[config.mk]
export PLATFORM = sky130hd
export DESIGN_NAME = nmru_victim_ptr
export DESIGN_NICKNAME = d
export VERILOG_FILES = /design/src/rtl/nmru_pkg.sv /design/src/rtl/nmru_hit_detect.sv /design/src/rtl/nmru_wrap_inc.sv /design/src/rtl/nmru_victim_ptr.sv
export SDC_FILE = /design/constraint.sdc
export NUM_CORES = 1
export LEC_CHECK = 0
export BUFFER_PORTS_ARGS = -buffer_cell sky130_fd_sc_hd__buf_2
export CAP_MARGIN = 20
export CORE_AREA = 2 2 39 41
export DETAILED_ROUTE_END_ITERATION = 8
export DIE_AREA = 0 0 41 43
export PLACE_DENSITY = 0.6
export SYNTH_ARGS = -nofsm -noshare
export SYNTH_HDL_FRONTEND = slang
export SYNTH_SLANG_ARGS = --single-unit
[constraint.sdc]
create_clock -name clk -period 1.9 [get_ports clk]
set_input_delay 0.38 -clock clk [delete_from_list [all_inputs] [get_ports clk]]
set_output_delay 0.38 -clock clk [all_outputs]
set_load 0.01 [all_outputs]
[src/rtl/nmru_pkg.sv]
package nmru_pkg;
    localparam int unsigned ENTRIES = 64;
    localparam int unsigned IDX_W   = $clog2(ENTRIES);

    typedef logic [IDX_W-1:0] idx_t;

    typedef struct packed {
        idx_t ptr;
    } ptr_state_t;
endpackage

[src/rtl/nmru_hit_detect.sv]
module nmru_hit_detect
    import nmru_pkg::*;
(
    input  logic acc_valid,
    input  idx_t acc_idx,
    input  logic alloc_valid,
    input  idx_t cur_ptr,
    output logic use_hit
);
    logic acc_match;

    always_comb begin
        acc_match = acc_valid && (acc_idx == cur_ptr);
        use_hit   = acc_match || alloc_valid;
    end
endmodule

[src/rtl/nmru_wrap_inc.sv]
module nmru_wrap_inc #(
    parameter int unsigned N = 64,
    parameter int unsigned W = $clog2(N)
) (
    input  logic [W-1:0] cur,
    output logic [W-1:0] nxt
);
    localparam logic [W-1:0] LAST = W'(N - 1);

    generate
        if ((1 << W) == N) begin : g_pow2
            always_comb nxt = cur + W'(1);
        end else begin : g_cmp
            always_comb nxt = (cur == LAST) ? '0 : cur + W'(1);
        end
    endgenerate
endmodule

[src/rtl/nmru_victim_ptr.sv]
module nmru_victim_ptr
    import nmru_pkg::*;
(
    input  logic       clk,
    input  logic       rst_n,
    input  logic       acc_valid,
    input  logic [5:0] acc_idx,
    input  logic       alloc_valid,
    output logic [5:0] victim_idx
);
    ptr_state_t st_d, st_q;
    logic       use_hit;
    idx_t       ptr_inc;

    nmru_hit_detect u_hit (
        .acc_valid  (acc_valid),
        .acc_idx    (acc_idx),
        .alloc_valid(alloc_valid),
        .cur_ptr    (st_q.ptr),
        .use_hit    (use_hit)
    );

    nmru_wrap_inc #(.N(ENTRIES), .W(IDX_W)) u_inc (
        .cur(st_q.ptr),
        .nxt(ptr_inc)
    );

    always_comb begin
        st_d = st_q;
        if (use_hit) begin
            st_d.ptr = ptr_inc;
        end
    end

    always_ff @(posedge clk or negedge rst_n) begin
        if (!rst_n) begin
            st_q <= '0;
        end else begin
            st_q <= st_d;
        end
    end

    assign victim_idx = st_q.ptr;
endmodule

==> flow_metrics.py, run 1 <==
metrics = {
    "die": {
        "die_h_um": 43,
        "rows": 14,
        "die_area_mm2": 0.001763,
        "ios": 16,
        "core_area_mm2": 0.001384,
        "die_x_um": 41,
        "start_util_pct": 25.23,
    },
    "final_layout": {
        "layout.nets": 61,
        "syn_to_final_growth_pct": 36.56,
        "fin_util_pct": 34.45,
        "nFillCells": 148,
        "largest_reg_flops": 6,
        "diodes": 0,
        "drive_above_1_share_pct": 43.75,
    },
    "clock_tree": {
        "cts_tree": "yes",
        "cts.sinks": 6,
        "numCtsBuffers": 3,
        "root_buffer": "clkbuf_4",
        "clkLatencyLatePin_ps": 240,
        "clk_pin_slew_ps": 40,
        "htreeDepth": 1,
        "cts_resized": 0,
        "cts_buffer_depth": 2,
    },
    "synth": {
        "synth-seq-area-share_pct": 43.01,
        "synthTopCellsByCount": "8 x xor2_1, 6 x dfrtp_1, 3 x nor2_1, 3 x xnor2_1",
        "synth_fp_nets": 40,
        "synth_cell_types": 11,
        "synth_edf_count": 0,
        "synth-seq-cells": 6,
        "syn_inst": 29,
        "syn_avg_cell_area_um2": 12.04,
        "synth_most_common_cell": "xor2_1",
        "synthFlopType": "dfrtp_1",
        "synth_area_um2": 349.1,
        "yosys-top-cells-area": "dfrtp_1 43%, xor2_1 20%, a41oi_4 7.9%, xnor2_1 7.5%, nor3_2 5.7%",
        "synth-async-reset-ratio_pct": 100.0,
        "synth_top_area_share_pct": 43.01,
        "yosys.area.top_type": "dfrtp_1",
        "yosys_warnings": 0,
    },
    "worst_setup_path": {
        "r2r_cells": 4,
        "path_class": "reg -> reg",
        "worstPathRequired_ps": 2020,
        "path_max_fanout": 6,
        "timing.rr.start": "victim_idx[3]",
        "cp-start-kind": "register",
        "rrSetupSlack_ps": 390,
        "worstSetupStartpoint": "victim_idx[3]",
        "endpoint_kind": "register",
        "cp_data_arrival_time_ps": 1620,
        "r2r_end": "victim_idx[1]",
    },
    "hold_path": {
        "min_path_type": "in -> reg",
        "min_to": "victim_idx[0]",
        "hold_depth": 3,
        "min_from": "alloc_valid",
    },
    "power": {
        "clkPwrFrac_pct": 15.7,
        "switching_share_pct": 41.06,
        "p_sw_w": 0.0002939,
        "p_comb_share_pct": 44.0,
        "peakVddDrop_uv": 466.9,
        "pwr_density_cell_mw_per_mm2": 1502,
        "cellLeakagePower_nw": 0.2198,
        "intPower_w": 0.0004220,
        "seq_power_share_pct": 40.3,
    },
    "sta": {
        "fin_skew_ps": 1.524,
        "slew-limit-headroom_pct": 82.38,
        "rsz0062_at_grt": "false",
        "finalSetupViolCount": 0,
        "max_freq_mhz": 662.6,
        "slew_violations": 0,
        "hold_viol": 0,
        "worstMarginPinSlew_ps": 263.4,
        "tns_ps": 0,
        "period_needed_ps": 1509,
        "period_share_pct": 79.43,
    },
    "grt": {
        "grt_pass1_wl_um": 1048,
        "grt_max_degree": 7,
        "antenna_found_initial": 0,
        "grt_pass1_vias": 272,
        "track_usage_pct": 9.495,
        "grt_overflow": 0,
    },
    "detailed_routing": {
        "wirelength_um": 674,
        "routed_via_density": 4.250,
        "drt_iter0_markers": 0,
        "ant_nets": 0,
        "drc": 0,
        "vias": 272,
        "dr.pass1.iters": 1,
        "wl_per_cell_um": 10.53,
    },
    "status": {
        "status": "completed",
    },
    "place": {
        "portBuffers": 15,
        "place_hpwl_um": 580.6,
        "place.gp.congestion": 0.6186,
    },
    "job": {
        "maxCapViolCount": 0,
    },
}
==> worst max-delay path: stages (launching register included) <==
cell	delay (ps)
dfrtp_1	420
xor2_1	190
nor3_2	240
a41oi_4	190
mux2_1	340
==> kinds of logic (layout without fill, tap and decap cells) <==
logic type / Yosys count / after routing / synth area share [%]
buffers and inverters: 0 / 19 / 0
AOI/OAI and AO/OA: 1 / 1 / 7.886
DFF: 6 / 6 / 43.01
muxes: 1 / 1 / 3.226
and+or+nand+nor: 9 / 9 / 14.70
xor gates and xnor gates: 11 / 11 / 27.60
adders and majority gates: 1 / 1 / 3.584
==> power by group through the flow <==
stage               clock [W]  sequential (W)  combinational, W
floorplan                   0        0.000313          0.000180
global placement            0        0.000292          0.000314
detailed placement          0        0.000294          0.000318
CTS                  0.000122        0.000293          0.000322
global route         0.000133        0.000304          0.000355
finish               0.000112        0.000289          0.000315
==> stage by stage <==
step	cell area [um2]	setup WS (ps)	total power (W)	instances	hold slack [ps]
final	476.7	390.8	0.0007159	64	468.9
after floorplan	349.1	427.3	0.0004936	29	84.41
after global placement	444.2	362.6	0.0006063	60	214.9
after global routing	476.7	295.6	0.0007923	64	475.1
after detailed placement	444.2	327.9	0.0006122	60	209.7
after CTS	476.7	365.6	0.0007366	64	454.4
==> worst max path at each step <==
stage / endpoint / slack, ps / cells past startpoint
CTS: victim_idx[1] / 370 / 4
finish: victim_idx[1] / 390 / 4
detailed placement: victim_idx[1] / 330 / 5
global route: victim_idx[5] / 300 / 5
global placement: victim_idx[1] / 360 / 5
floorplan: victim_idx[1] / 430 / 4
==> cell type report <==
| type | count | area (um2) | share of cell area, % |
|---|---|---|---|
| Clock buffer | 3 | 22.52 | 4.724 |
| Multi-Input combinational cell | 23 | 198.9 | 41.73 |
| Sequential cell | 6 | 150.1 | 31.50 |
| Tap cell | 16 | 20.02 | 4.199 |
| Timing Repair Buffer | 16 | 85.08 | 17.85 |
==> cells in the final DEF, fill, tap and decap left out <==
cell type      synthesis  routed
a41oi_4                1       1
buf_2                  0      15
clkbuf_4               0       3
dfrtp_1                6       6
dlygate4sd3_1          0       1
ha_1                   1       1
mux2_1                 1       1
nand2_1                1       1
nand2b_1               1       1
nand3_1                2       2
nor2_1                 3       3
nor3_2                 2       2
xnor2_1                3       3
xor2_1                 8       8
==> layer usage <==
layer	vias up	routed length, um	GRT usage, %
met5	-	0	0
met4	0	0	6.000
met3	0	81	5.236
met2	15	304	13.13
met1	119	287	10.82
li1	138	-	-
==> timing repair <==
action                                 in CTS  in global routing
hold buffers                                1                  0
endpoints found under the hold margin       6                  0
buffers inserted                            0                  0
Power figures use the tool's default switching activity.
==> run 2: changes to the inputs <==
--- a/config.mk
+++ b/config.mk
@@ -5,12 +5,13 @@
 export SDC_FILE = /design/constraint.sdc
 export NUM_CORES = 1
 export LEC_CHECK = 0
+export ABC_AREA = 1
 export BUFFER_PORTS_ARGS = -buffer_cell sky130_fd_sc_hd__buf_2
 export CAP_MARGIN = 20
 export CORE_AREA = 2 2 39 41
 export DETAILED_ROUTE_END_ITERATION = 8
 export DIE_AREA = 0 0 41 43
-export PLACE_DENSITY = 0.6
+export PLACE_DENSITY = 0.75
 export SYNTH_ARGS = -nofsm -noshare
 export SYNTH_HDL_FRONTEND = slang
 export SYNTH_SLANG_ARGS = --single-unit
==> constraint.sdc (replaced) <==
create_clock -name clk -period 1.5 [get_ports clk]
set_input_delay 0.3 -clock clk [delete_from_list [all_inputs] [get_ports clk]]
set_output_delay 0.3 -clock clk [all_outputs]
set_load 0.01 [all_outputs]
==> flow_metrics.py, run 2 <==
metrics = {
    "detailed_routing": {
        "routed_via_density": 4.467,
        "vias": 545,
        "dr.pass1.iters": 4,
        "drc": 0,
        "drt_iter0_markers": 13,
        "wl_per_cell_um": 9.361,
        "wirelength_um": 1142,
        "ant_nets": 0,
    },
    "die": {
        "ios": 16,
        "die_area_mm2": 0.001763,
        "die_h_um": 43,
        "die_x_um": 41,
        "core_area_mm2": 0.001384,
        "start_util_pct": 38.70,
        "rows": 14,
    },
    "synth": {
        "yosys-top-cells-area": "dfrtp_1 28%, nand2_1 25%, nand3_1 9.3%, inv_1 8.4%, xor2_1 6.5%",
        "synth_cell_types": 15,
        "synth_top_area_share_pct": 28.04,
        "syn_avg_cell_area_um2": 6.155,
        "synthFlopType": "dfrtp_1",
        "synth-seq-cells": 6,
        "syn_inst": 87,
        "synthTopCellsByCount": "36 x nand2_1, 12 x inv_1, 10 x nand3_1",
        "synth_area_um2": 535.5,
        "yosys.area.top_type": "dfrtp_1",
        "synth-seq-area-share_pct": 28.04,
        "synth_edf_count": 0,
        "yosys_warnings": 0,
        "synth_fp_nets": 98,
        "synth_most_common_cell": "nand2_1",
        "synth-async-reset-ratio_pct": 100.0,
    },
    "grt": {
        "met1_usage_pct": 18.94,
        "busiest_layer": "met2",
        "track_usage_pct": 15.62,
        "grt_overflow": 0,
        "grt_pass1_wl_um": 1932,
        "met3_usage_pct": 0,
        "use_met2_pct": 26.56,
        "grt_max_degree": 8,
        "grt_pass1_vias": 512,
        "antenna_found_initial": 0,
    },
    "worst_setup_path": {
        "path_class": "reg -> reg",
        "cp_data_arrival_time_ps": 1410,
        "worstPathRequired_ps": 1670,
        "path_max_fanout": 7,
        "worstSetupStartpoint": "victim_idx[0]",
        "path_buf_inv": 1,
        "critPathMaxStageDelay_ps": 440,
        "crit_family": "simple AND/OR/NAND/NOR gates",
        "timing.rr.start": "victim_idx[0]",
        "cp-start-kind": "register",
        "crit_chain": "inv_1 -> nand2_1 -> nand2_1 -> nor2_2 -> nand2_2 -> o21bai_4 -> nand2_1 -> nand2_1",
        "crit_path_frequent_cell": "nand2_1",
        "crit_slowest_cell": "dfrtp_1",
        "endpoint_kind": "register",
    },
    "job": {
        "maxCapViolCount": 0,
    },
    "sta": {
        "max_freq_mhz": 806.3,
        "slew-limit-headroom_pct": 83.00,
        "fin_skew_ps": 4.580,
        "rsz0062_at_grt": "false",
        "period_needed_ps": 1240,
        "worstMarginPinSlew_ps": 255.0,
        "period_share_pct": 82.68,
        "finalSetupViolCount": 0,
        "tns_ps": 0,
        "slew_violations": 0,
        "hold_viol": 0,
    },
    "power": {
        "cellLeakagePower_nw": 0.4111,
        "peakVddDrop_uv": 860.1,
        "pwr_density_cell_mw_per_mm2": 1342,
    },
    "final_layout": {
        "drive_above_1_share_pct": 28.30,
        "largest_reg_flops": 6,
        "final_common_cell": "nand2_1",
        "layout.nets": 119,
        "diodes": 0,
        "fin_util_pct": 47.92,
        "final_cell_mix": "36 x nand2_1, 15 x buf_2, 12 x inv_1",
        "syn_to_final_growth_pct": 23.83,
    },
    "clock_tree": {
        "clkLatencyLatePin_ps": 240,
        "htreeDepth": 1,
        "clk_pin_slew_ps": 40,
        "cts.sinks": 6,
        "root_buffer": "clkbuf_4",
        "numCtsBuffers": 3,
        "post_cts_buffers": 0,
        "cts_buffer_depth": 2,
        "cts_tree": "yes",
    },
    "place": {
        "place.gp.congestion": 0.8482,
        "place_hpwl_um": 981,
        "portBuffers": 15,
    },
    "status": {
        "status": "completed",
    },
    "hold_path": {
        "min_path_type": "in -> async",
    },
}
==> run 2: path summary, 6_finish.rpt <==
| check | slack (ps) | endpoint | depth (start not counted) |
|---|---|---|---|
| max | 260 | victim_idx[4] | 8 |
| min | 410 | victim_idx[1] | 2 |
| max reg2reg | 260 | victim_idx[4] | 8 |
| min reg2reg | 610 | victim_idx[4] | 2 |
| max in group asynchronous | 950 | victim_idx[3] | 2 |
| min in group clk | 430 | victim_idx[0] | 4 |
==> run 2: cell type report <==
type	count	area, um2
Fill cell	146	720.7
Multi-Input combinational cell	64	321.6
Sequential cell	6	150.1
Timing Repair Buffer	16	85.08
Inverter	17	63.81
Clock buffer	3	22.52
Tap cell	16	20.02
==> run 2: worst register-to-register path, cell delays in order, from the launching register on <==
cell	delay [ps]
dfrtp_1	440
inv_1	90
nand2_1	90
nand2_1	70
nor2_2	90
nand2_2	70
o21bai_4	180
nand2_1	80
nand2_1	70
==> run 2: logic make-up after synthesis <==
family                     after synthesis  synth area share (%)
AOI/OAI and AO/OA                        4                 6.308
xor gates and xnor gates                 4                 6.541
adders and majority gates                1                 2.336
buffers and inverters                   17                 11.91
DFF                                      6                 28.04
and+or+nand+nor                         55                 44.86
==> run 2: through the flow <==
step / hold WS, ps / power, W / cell area, um2 / std cells / setup slack (ps)
after floorplan: 4.409 / 0.0006142 / 535.5 / 87 / 379.6
after global placement: 125.4 / 0.0007429 / 630.6 / 118 / 301.7
after detailed placement: 126.5 / 0.0007540 / 630.6 / 118 / 268.9
after CTS: 390.4 / 0.0009083 / 663.1 / 122 / 249.3
after global routing: 431.3 / 0.0009854 / 663.1 / 122 / 89.87
final: 409.7 / 0.0008897 / 663.1 / 122 / 259.8
==> run 2: where the power goes <==
| group | internal (W) | switching [W] |
|---|---|---|
| clock | 0.0000900 | 0.0000504 |
| sequential | 0.000218 | 0.0000959 |
| combinational | 0.000178 | 0.000258 |
| total | 0.000486 | 0.000404 |
==> run 2: per-layer routing <==
| metal | share of wire, % | vias to the layer above | wire, um |
|---|---|---|---|
| met5 | 0 | - | 0 |
| met2 | 54 | 6 | 620 |
| li1 | - | 301 | - |
| met4 | 0 | 0 | 0 |
| met3 | 2.5 | 0 | 29 |
| met1 | 43 | 238 | 492 |
==> run 2: repair_timing <==
action / in CTS / in global routing
endpoints found under the hold margin: 6 / 0
resized for setup: 0 / 0
hold buffers: 1 / 0
==> run 3: changes to the inputs <==
==> constraint.sdc (replaced) <==
create_clock -name clk -period 1.15 [get_ports clk]
set_input_delay 0.23 -clock clk [delete_from_list [all_inputs] [get_ports clk]]
set_output_delay 0.23 -clock clk [all_outputs]
set_load 0.01 [all_outputs]
==> flow_metrics.py, run 3 (synthesis results as in run 2) <==
metrics = {
    "status": {
        "status": "complete, but fails checks",
        "violations": "setup timing",
    },
    "grt": {
        "grt_pass1_wl_um": 2249,
        "track_usage_pct": 19.33,
        "grt_pass1_vias": 565,
        "antenna_found_initial": 0,
        "grt_overflow": 0,
        "grt_max_degree": 8,
    },
    "die": {
        "die_area_mm2": 0.001763,
        "ios": 16,
        "core_area_mm2": 0.001384,
        "die_x_um": 41,
        "die_h_um": 43,
        "rows": 14,
        "start_util_pct": 38.70,
    },
    "power": {
        "peakVddDrop_uv": 1113,
        "cellLeakagePower_nw": 0.4651,
        "pwr_density_cell_mw_per_mm2": 1861,
    },
    "detailed_routing": {
        "ant_nets": 0,
        "drt_iter0_markers": 5,
        "wl_per_cell_um": 10.36,
        "vias": 618,
        "drc": 0,
        "wirelength_um": 1367,
        "routed_via_density": 4.682,
        "dr.pass1.iters": 5,
    },
    "worst_setup_path": {
        "path_buf_inv": 0,
        "path_max_fanout": 7,
        "crit_family": "flip-flops",
        "crit_slowest_cell": "dfrtp_2",
        "path_depth": 5,
        "critPathMaxStageDelay_ps": 440,
        "worstPathRequired_ps": 1320,
        "cp_data_arrival_time_ps": 1390,
        "crit_path_frequent_cell": "nand2_1",
        "endpoint_kind": "register",
        "path_class": "reg -> reg",
        "crit_chain": "a21oi_1 -> nand3_2 -> o21bai_4 -> nand2_1 -> nand2_1",
        "cp-start-kind": "register",
        "r2r_cells": 5,
    },
    "sta": {
        "rsz0062_at_grt": "true",
        "slew-limit-headroom_pct": 85.34,
        "finalSetupViolCount": 8,
        "worstMarginPinSlew_ps": 217.5,
        "slew_violations": 0,
        "tns_ps": -261.4,
        "hold_viol": 0,
        "max_freq_mhz": 819.1,
        "period_share_pct": 106.2,
        "fin_ws_ps": -70.80,
        "period_needed_ps": 1221,
        "fin_skew_ps": 4.321,
    },
    "final_layout": {
        "layout.nets": 129,
        "fin_util_pct": 56.78,
        "largest_reg_flops": 6,
        "fin_cells": 132,
        "drive_above_1_share_pct": 43.10,
        "final_common_cell": "nand2_1",
        "final_cell_mix": "34 x nand2_1, 13 x buf_2, 11 x inv_1",
        "diodes": 0,
        "syn_to_final_growth_pct": 46.73,
    },
    "place": {
        "dp_slack_ps": -71.11,
        "portBuffers": 15,
        "place_hpwl_um": 995.1,
        "dp_cells": 123,
        "place.gp.congestion": 0.7974,
    },
    "clock_tree": {
        "numCtsBuffers": 3,
        "cts_tree": "yes",
        "clk_pin_slew_ps": 40,
        "clkLatencyLatePin_ps": 250,
        "cts_buffer_depth": 2,
        "cts.sinks": 6,
        "root_buffer": "clkbuf_4",
        "htreeDepth": 1,
    },
    "hold_path": {
        "min_path_type": "in -> async",
    },
    "job": {
        "maxCapViolCount": 0,
    },
}
## run 3: cell types whose count changed in the layout (fill, tap and decap cells not counted), moves of 3 or more
cell | before | now
buf_4 | 0 | 8
buf_6 | 0 | 4
nand3_1 | 10 | 7
nand3_2 | 0 | 3
## run 3: routing by layer
metal  part of all wire (%)  vias up  wire length [um]  GRT usage, %
li1                       -      324                 -             -
met1                     41      276               567         22.77
met2                     53       13               720         30.63
met3                    3.4        5                46         3.141
met4                    2.3        0                31         12.00
met5                      0        -                 0             0
## run 3: through the flow
step / area (um2) / total power (W) / hold slack, ps
after detailed placement: 668.1 / 0.001057 / 61.40
final: 785.8 / 0.001462 / 332.8
after global placement: 668.1 / 0.001047 / 59.28
after CTS: 753.2 / 0.001372 / 330.4
after floorplan: 535.5 / 0.0008011 / -65.59
after global routing: 785.8 / 0.001599 / 355.5
## run 3: cell type report
cell class	instances	area [um2]
tap	16	20.02
timing repair buffer	26	180.2
fill	119	598.1
multi-input combinational	64	346.6
clock buffer	3	22.52
sequential	6	152.6
inverter	17	63.81
## run 3: worst paths after layout
check                                   start       endpoint  slack, ps
worst max register to register  victim_idx[0]  victim_idx[5]        -70
worst min-delay path                    rst_n  victim_idx[0]        330
min in group clk                  alloc_valid  victim_idx[1]        360
worst min register to register  victim_idx[0]  victim_idx[0]        630
max in group asynchronous               rst_n  victim_idx[1]        650
worst max-delay path            victim_idx[0]  victim_idx[5]        -70
## run 3: power by group
group / internal [W] / switching (W) / total (W) / leakage (nW)
logic: 0.000437 / 0.000444 / 0.000881 / 0.376
clock network: 0.000118 / 0.0000754 / 0.000193 / 0.0138
registers: 0.000289 / 0.0000990 / 0.000388 / 0.0749
total: 0.000844 / 0.000618 / 0.00146 / 0.465
## run 3: timing repair
item	4_1_cts	5_1_grt
endpoints found under the setup margin	8	9
hold buffers	1	0
buffers inserted	4	1
endpoints found under the hold margin	6	0
gates resized for setup	8	6
pin swaps	5	4
